`config.mk`:
```
export PLATFORM = sky130hd
export DESIGN_NAME = mem_crc_scanner
export DESIGN_NICKNAME = d
export VERILOG_FILES = /design/src/rtl/crcscan_pkg.sv /design/src/rtl/scan_sequencer.sv /design/src/rtl/crc16_engine.sv /design/src/rtl/scan_verdict.sv /design/src/rtl/mem_crc_scanner.sv
export SDC_FILE = /design/constraint.sdc
export NUM_CORES = 1
export LEC_CHECK = 0
export ABC_AREA = 1
export BUFFER_PORTS_ARGS = -buffer_cell sky130_fd_sc_hd__buf_2
export CELL_PAD_IN_SITES_DETAIL_PLACEMENT = 0
export CELL_PAD_IN_SITES_GLOBAL_PLACEMENT = 1
export CORE_ASPECT_RATIO = 0.5
export CORE_MARGIN = 4
export CORE_UTILIZATION = 35
export DETAILED_ROUTE_END_ITERATION = 8
export PLACE_DENSITY = 0.81
export SLEW_MARGIN = 0
export SYNTH_ARGS = -nofsm -noshare
export SYNTH_HDL_FRONTEND = slang
export SYNTH_SLANG_ARGS = --single-unit
```
`constraint.sdc`:
```
create_clock -name clk -period 4.35 [get_ports clk]
set_input_delay 1.305 -clock clk [delete_from_list [all_inputs] [get_ports clk]]
set_output_delay 1.305 -clock clk [all_outputs]
set_load 0.02 [all_outputs]
```
`src/rtl/crcscan_pkg.sv`:
```
package crcscan_pkg;

  typedef enum logic [1:0] {
    SLOT_ADDR = 2'd0,
    SLOT_DATA = 2'd1,
    SLOT_FOLD = 2'd2
  } slot_phase_e;

  localparam logic [15:0] CRC_POLY = 16'h1021;
  localparam logic [15:0] CRC_SEED = 16'hFFFF;

  function automatic logic [15:0] crc_fold_word(input logic [15:0] crc_in,
                                                input logic [15:0] word);
    logic [15:0] c;
    logic        fb;
    c = crc_in;
    for (int b = 15; b >= 0; b--) begin
      fb = c[15] ^ word[b];
      c  = {c[14:0], 1'b0} ^ (fb ? CRC_POLY : 16'h0000);
    end
    return c;
  endfunction

endpackage

```
`src/rtl/scan_sequencer.sv`:
```
module scan_sequencer
  import crcscan_pkg::*;
#(
  parameter int ADDR_W = 16,
  parameter int CNT_W  = 16
) (
  input  logic              clk,
  input  logic              rst_n,
  input  logic              start_i,
  input  logic [ADDR_W-1:0] base_addr_i,
  input  logic [CNT_W-1:0]  word_cnt_i,
  input  logic [15:0]       mem_data_i,
  output logic [ADDR_W-1:0] mem_addr_o,
  output logic              mem_rd_o,
  output logic              busy_o,
  output logic              launch_o,
  output logic              fold_o,
  output logic              last_o,
  output logic [15:0]       word_o
);

  localparam logic [CNT_W-1:0] CNT_ONE = CNT_W'(1);

  slot_phase_e       phase_q, phase_d;
  logic              busy_q, busy_d;
  logic [ADDR_W-1:0] addr_q, addr_d;
  logic [CNT_W-1:0]  remain_q, remain_d;
  logic [15:0]       word_q, word_d;
  logic              launch;
  logic              capture_en;

  assign launch     = start_i && !busy_q && (word_cnt_i != '0);
  assign capture_en = busy_q && (phase_q == SLOT_DATA);

  always_comb begin
    phase_d  = phase_q;
    busy_d   = busy_q;
    addr_d   = addr_q;
    remain_d = remain_q;
    if (launch) begin
      busy_d   = 1'b1;
      phase_d  = SLOT_ADDR;
      addr_d   = base_addr_i;
      remain_d = word_cnt_i;
    end else if (busy_q) begin
      unique case (phase_q)
        SLOT_ADDR: phase_d = SLOT_DATA;
        SLOT_DATA: phase_d = SLOT_FOLD;
        SLOT_FOLD: begin
          phase_d  = SLOT_ADDR;
          addr_d   = addr_q + ADDR_W'(1);
          remain_d = remain_q - CNT_ONE;
          if (remain_q == CNT_ONE) busy_d = 1'b0;
        end
        default: phase_d = SLOT_ADDR;
      endcase
    end
  end

  always_comb begin
    word_d = word_q;
    if (capture_en) word_d = mem_data_i;
  end

  always_ff @(posedge clk or negedge rst_n) begin
    if (!rst_n) begin
      phase_q  <= SLOT_ADDR;
      busy_q   <= 1'b0;
      addr_q   <= '0;
      remain_q <= '0;
      word_q   <= '0;
    end else begin
      phase_q  <= phase_d;
      busy_q   <= busy_d;
      addr_q   <= addr_d;
      remain_q <= remain_d;
      word_q   <= word_d;
    end
  end

  assign mem_addr_o = addr_q;
  assign mem_rd_o   = busy_q && (phase_q == SLOT_ADDR);
  assign busy_o     = busy_q;
  assign launch_o   = launch;
  assign fold_o     = busy_q && (phase_q == SLOT_FOLD);
  assign last_o     = busy_q && (phase_q == SLOT_FOLD) && (remain_q == CNT_ONE);
  assign word_o     = word_q;

endmodule

```
`src/rtl/crc16_engine.sv`:
```
module crc16_engine
  import crcscan_pkg::*;
(
  input  logic        clk,
  input  logic        rst_n,
  input  logic        clear_i,
  input  logic        fold_i,
  input  logic [15:0] word_i,
  output logic [15:0] crc_next_o
);

  logic [15:0] crc_q, crc_d, folded;

  assign folded = crc_fold_word(crc_q, word_i);

  always_comb begin
    crc_d = crc_q;
    if (clear_i)     crc_d = CRC_SEED;
    else if (fold_i) crc_d = folded;
  end

  always_ff @(posedge clk or negedge rst_n) begin
    if (!rst_n) crc_q <= CRC_SEED;
    else        crc_q <= crc_d;
  end

  assign crc_next_o = folded;

endmodule

```
`src/rtl/scan_verdict.sv`:
```
module scan_verdict (
  input  logic        clk,
  input  logic        rst_n,
  input  logic        launch_i,
  input  logic        last_i,
  input  logic [15:0] residue_i,
  input  logic        irq_en_i,
  output logic        ok_o,
  output logic        fail_irq_o
);

  logic ok_q, ok_d;
  logic irq_q, irq_d;
  logic mismatch;

  assign mismatch = (residue_i != 16'h0000);

  always_comb begin
    ok_d  = ok_q;
    irq_d = irq_q;
    if (launch_i) ok_d = 1'b0;
    if (last_i) begin
      ok_d = !mismatch;
      if (mismatch && irq_en_i) irq_d = 1'b1;
    end
  end

  always_ff @(posedge clk or negedge rst_n) begin
    if (!rst_n) begin
      ok_q  <= 1'b0;
      irq_q <= 1'b0;
    end else begin
      ok_q  <= ok_d;
      irq_q <= irq_d;
    end
  end

  assign ok_o       = ok_q;
  assign fail_irq_o = irq_q;

endmodule

```
`src/rtl/mem_crc_scanner.sv`:
```
module mem_crc_scanner #(
  parameter int ADDR_W = 16,
  parameter int CNT_W  = 16
) (
  input  logic              clk,
  input  logic              rst_n,
  input  logic              start_i,
  input  logic [ADDR_W-1:0] base_addr_i,
  input  logic [CNT_W-1:0]  word_cnt_i,
  input  logic              irq_en_i,
  output logic [ADDR_W-1:0] mem_addr_o,
  output logic              mem_rd_o,
  input  logic [15:0]       mem_data_i,
  output logic              cpu_stall_o,
  output logic              busy_o,
  output logic              ok_o,
  output logic              fail_irq_o
);

  localparam int SYNC_STAGES = 2;

  logic [SYNC_STAGES-1:0] rst_pipe;
  logic                   core_rst_n;
  logic                   launch, fold, last, busy;
  logic [15:0]            word, residue;

  always_ff @(posedge clk or negedge rst_n) begin
    if (!rst_n) rst_pipe <= '0;
    else        rst_pipe <= {rst_pipe[SYNC_STAGES-2:0], 1'b1};
  end
  assign core_rst_n = rst_pipe[SYNC_STAGES-1];

  scan_sequencer #(.ADDR_W(ADDR_W), .CNT_W(CNT_W)) u_seq (
    .clk         (clk),
    .rst_n       (core_rst_n),
    .start_i     (start_i),
    .base_addr_i (base_addr_i),
    .word_cnt_i  (word_cnt_i),
    .mem_data_i  (mem_data_i),
    .mem_addr_o  (mem_addr_o),
    .mem_rd_o    (mem_rd_o),
    .busy_o      (busy),
    .launch_o    (launch),
    .fold_o      (fold),
    .last_o      (last),
    .word_o      (word)
  );

  crc16_engine u_crc (
    .clk        (clk),
    .rst_n      (core_rst_n),
    .clear_i    (launch),
    .fold_i     (fold),
    .word_i     (word),
    .crc_next_o (residue)
  );

  scan_verdict u_verdict (
    .clk        (clk),
    .rst_n      (core_rst_n),
    .launch_i   (launch),
    .last_i     (last),
    .residue_i  (residue),
    .irq_en_i   (irq_en_i),
    .ok_o       (ok_o),
    .fail_irq_o (fail_irq_o)
  );

  assign busy_o      = busy;
  assign cpu_stall_o = busy;

endmodule

```
Word level (Yosys, flattened, before mapping). Cells that the tools add are included.

Add/subtract/negate cells: 2. Eq/ne operators: 3. Muxes and demuxes: 33. Bitwise logic cells: 32. Reduce and logical (&&, ||, !) cells: 18.

Operator list (number): XOR 16 bit (16); two-way mux 13 bit (16); two-way mux 16 bit (8); nonzero test 16 bit (2); adder 16 x 1 -> 16 bit (second input constant) (1); equality test 16 x 1 -> 1 bit (second input constant) (1); subtractor 16 x 1 -> 16 bit (second input constant) (1); XOR 1 bit (16); nonzero test 2 bit (4); logical AND 1 bit (7); two-way mux 1 bit (6); two-way mux 2 bit (2); case mux 2 bit (2 select lines) (1); AND reduction 2 bit (2); equality test 2 x 1 -> 1 bit (second input constant) (1); equality test 2 bit (second input constant) (1); logical NOT 1 bit (2); logical NOT 2 bit (1).

Bits in registers: 71. Bits of input ports: 52. Output and inout bits: 21. Word-level logic and storage cells: 97.

Depth between registers and ports, before layout.
Word-level depth: 51. Mapped depth: 17. Depth with buffers taken out: 17.

Modules after synthesis. From an unflattened synthesis, not the netlist that was laid out.

Cells, all modules: 661. Area total of the unflattened synthesis: 4777.1 um2.

By module, submodules not included: scan_sequencer (instances 1, cells an instance 414, area an instance 3042.9 um2, sequential area each 1276.2 um2); crc16_engine (instances 1, cells an instance 217, area an instance 1526.5 um2, sequential area each 420.4 um2); scan_verdict (instances 1, cells an instance 26, area an instance 146.4 um2, sequential area each 50.0 um2); mem_crc_scanner (instances 1, cells an instance 4, area an instance 61.3 um2, sequential area each 50.0 um2).

Least setup slack after synthesis. No wires, ideal clock.

Path type: input -> register. Start point: in word_cnt_i[9]. End point: reg u_seq.addr_q[0] (netlist: u_seq.mem_addr_o[0]). Setup time: 0.118 ns. Data arrival time: 2.384 ns. Required time: 4.232 ns. Setup slack: 1.848 ns. Stages: 10. Path buffers: 2. Cell sequence: nor4_1 > nand4_1 > nand2_1 > nor2_1 > inv_1 > nand2_1 > buf_2 > buf_2 > o21bai_1 > inv_1.

Word-level cells in the longest chain between the ends: 4. Elaborated cells between the ends (all ways): 6. Those cells by class: mux (1); reduce/logical (5).

RTL lines: start, declared (line mem_crc_scanner.sv:9) `input logic [CNT_W-1:0] word_cnt_i,`; nonzero test 16 bit (*) (line scan_sequencer.sv:32) `assign launch = start_i && !busy_q && (word_cnt_i != '0);`; logical AND 1 bit (*) (line scan_sequencer.sv:32); nonzero test 2 bit (no line); AND reduction 2 bit (no line); end signal, assigned (line scan_sequencer.sv:75) `addr_q <= addr_d;`; end, declared (line scan_sequencer.sv:26) `logic [ADDR_W-1:0] addr_q, addr_d;`.

Mark *: on every way between the ends. The rest lies on a longest branch, timed or not. A chain may end at the register's enable or synchronous reset.

Worst setup path in the final report.
Start point: in word_cnt_i[14]. End point: reg u_seq.remain_q[0].

Word-level cells in the longest chain between the ends: 4. Elaborated cells between the ends (all ways): 6. Those cells by class: mux (1); reduce/logical (5).

RTL lines: nonzero test 16 bit (*) (line scan_sequencer.sv:32); logical AND 1 bit (*) (line scan_sequencer.sv:32); nonzero test 2 bit (no line); AND reduction 2 bit (no line); end signal, assigned (line scan_sequencer.sv:76) `remain_q <= remain_d;`; end, declared (line scan_sequencer.sv:27) `logic [CNT_W-1:0] remain_q, remain_d;`.

Marked as above.

==> flow_metrics.tcl <==
set metrics [dict create \
    synthSimpleGateAreaFrac_pct 31.0 \
    fill_cells 1267 \
    cts_sinks 71 \
    wire_per_inst_um 13.9 \
    end_kind "flip-flop" \
    die_x_um 168 \
    syn_nets 638 \
    synth-seq-area-share_pct 39.9 \
    io_buffers 72 \
    dieArea_um2 14900 \
    relSlewSlack_pct 34.3 \
    setup-violations-final 0 \
    synth_cells 583 \
    hold_violations 0 \
    dpl_cell_area_um2 5050 \
    critPathArrivalTime_ns 3.38 \
    hp-class "flip-flop to flip-flop" \
    coreArea_um2 12200 \
    antenna_found_initial 0 \
    grt-ovfl-total 0 \
    rows 28 \
    startpoint_type "input pin" \
    synth_compound_area_share_pct 10.1 \
    syn_to_final_growth_pct 18.2 \
    cts_buffer_depth 2 \
    ys_warn_count 0 \
    netlist_area_um2 4510 \
    fin_area_um2 5330 \
    avgSynthCellArea_um2 7.73 \
    ant_nets 0 \
    cts_setup_buffers 0 \
    fmax_mhz 316 \
    skew_ns 0.0103 \
    cts_made_buffers 9 \
    track_usage_pct 16.2 \
    slew_violations 0 \
    period_share_pct 72.8 \
    drcViolationCount 0 \
    antenna_cells 0 \
    synth_top_family_by_area "simple AND/OR/NAND/NOR gates" \
    hpwl_um 8630 \
    nets 711 \
    required_ns 4.57 \
    synth-seq-cells 71 \
    synth_mux_area_share_pct 3.00 \
    cts-resized-gates 0 \
    layout-drive-gt1-share_pct 24.1 \
    holdWs_ns 0.358 \
    worst_skew_pair.late_latency_ns 0.33 \
    synthAdderAreaFrac_pct 0.833 \
    rsz0062_at_grt "false" \
    worst_slew_pin_slew_ns 0.985 \
    outcome "complete, no violations" \
    dp.cells 810 \
    io_pins 73 \
    final_cells 826 \
    clk_pin_slew_worst_paths_ns 0.06 \
    globalplace.congestion 0.890 \
    h-tree-depth 3 \
    path_class "input pin to flip-flop" \
    worst-path-max-fanout 16 \
    ys_types 38 \
    vias 3992 \
    grt_first_pass_wirelength_um 19100 \
    rrSetupSlack_ns 1.85 \
    fp.dieH_um 88.2 \
    start_util_pct 37.0 \
    synth_xor_area_share_pct 7.50 \
    root_buffer "clkbuf_16" \
    first_pass_iters 4 \
    hold_buffers 0 \
    grt_max_degree 45 \
    min_period_ns 3.17 \
    routed_wirelength_um 11500 \
    grt_pass1_vias 3773 \
    fin_tns_setup_ns 0 \
    drv_cap 0 \
    via_per_inst 4.83 \
    cts_tree "built" \
    drt_iter0_markers 179 \
]
## cells by family (layout without fill, tap and decap cells)
family | count (synthesis) | after routing
other | 1 | 1
buffers and inverters | 89 | 167
muxes | 12 | 12
and+or+nand+nor | 301 | 301
xor gates and xnor gates | 36 | 36
DFF | 71 | 71
adders and majority gates | 3 | 3
AOI/OAI and AO/OA | 70 | 70
## sequential cells by signal, indices dropped and copies added (netlist names)
name                  count
u_seq.busy_o              1
rst_pipe                  2
u_verdict.ok_o            1
u_seq.mem_addr_o         16
u_seq.word_o             16
u_verdict.fail_irq_o      1
u_seq.remain_q           16
u_seq.phase_q             2
u_crc.crc_q              16
## Yosys cell counts
cell type | number | area share, %
buf_1 | 2 | 0.17
dfstp_2 | 16 | 9.3
o221ai_1 | 4 | 0.78
and3_1 | 1 | 0.14
or2_2 | 2 | 0.28
and2_1 | 2 | 0.28
o22ai_1 | 14 | 1.9
xnor2_1 | 14 | 2.7
nand2_2 | 19 | 2.6
dfrtp_1 | 55 | 31
nand2_4 | 7 | 1.7
nor3_1 | 10 | 1.1
clkbuf_1 | 9 | 0.75
nor2_2 | 2 | 0.28
conb_1 | 1 | 0.083
nand3_1 | 39 | 4.3
nand2_1 | 162 | 13
xor2_2 | 2 | 0.72
nor3_2 | 1 | 0.22
o21bai_1 | 1 | 0.17
nor2_1 | 39 | 3.2
nand4_1 | 6 | 0.83
nand2_8 | 1 | 0.44
mux2_2 | 12 | 3.0
inv_1 | 73 | 6.1
o311ai_0 | 5 | 0.97
buf_2 | 4 | 0.44
xnor2_2 | 1 | 0.36
o31ai_1 | 1 | 0.17
buf_4 | 1 | 0.17
xor2_1 | 19 | 3.7
nand3_2 | 3 | 0.67
nand3b_4 | 1 | 0.44
ha_1 | 3 | 0.83
o21ai_0 | 16 | 1.8
nor4_1 | 6 | 0.83
a21oi_1 | 9 | 1.0
o211ai_1 | 20 | 3.3
## layer usage
layer  part of all wire (%)  wire length (µm)  GRT usage (%)  vias to the layer above
met5                      0                 0              0                        -
met2                     46              5260           26.4                       62
met1                     50              5730           22.0                     1871
met4                    1.6               184           5.82                        0
li1                       -                 -              -                     2046
met3                    2.9               334           2.90                       13
## area by class of cell
type | count | area [µm²] | area share, %
Clock inverter | 1 | 5.00 | 0.0940
Multi-Input combinational cell | 423 | 2370 | 44.5
Inverter | 73 | 274 | 5.14
Tap cell | 165 | 206 | 3.88
Timing Repair Buffer | 78 | 405 | 7.61
Clock buffer | 15 | 268 | 5.03
Sequential cell | 71 | 1800 | 33.8
## final timing paths
kind                                         from                       endpoint  cells after the start
max                                word_cnt_i[14]  u_seq.remain_q[0]$_DFFE_PN0P_                     12
min                         rst_pipe[0]$_DFF_PN0_          rst_pipe[1]$_DFF_PN0_                      0
max reg2reg                u_seq.busy_o$_DFF_PN0_  u_seq.remain_q[0]$_DFFE_PN0P_                      9
min reg2reg                 rst_pipe[0]$_DFF_PN0_          rst_pipe[1]$_DFF_PN0_                      0
max in group asynchronous   rst_pipe[1]$_DFF_PN0_    u_crc.crc_q[15]$_DFFE_PN1P_                      1
min in group asynchronous   rst_pipe[1]$_DFF_PN0_    u_seq.word_o[6]$_DFFE_PN0P_                      0
## worst max-delay path, stage by stage
cell and delay, ns:
buf_2 0.11, nor4_1 0.60, nand4_1 0.18, nand2_1 0.11, nor2_2 0.04, inv_1 0.05
buf_4 0.18, nand2_1 0.08, inv_1 0.46, nand2_1 0.11, o211ai_1 0.11, inv_1 0.06
## metrics by stage
stage	setup slack [ns]	util, %
detailed placement	0.862	41.5
finish	1.18	43.7
CTS	1.23	43.7
floorplan	1.85	-
global placement	0.881	41.5
global route	1.09	43.7
## layout by cell type, fill, tap and decap left out, types with 16 or more instances in the layout
master	synthesis	layout
o211ai_1	20	20
dfrtp_1	55	54
o21ai_0	16	16
nand2_1	162	162
xor2_1	19	19
nor2_1	39	38
nand2_2	19	19
dfstp_2	16	16
inv_1	73	73
buf_2	4	72
nand3_1	39	39
Power is left out: the tool's default activity adds up to more than one toggle a clock period on the data nets, which glitch-free logic cannot reach.
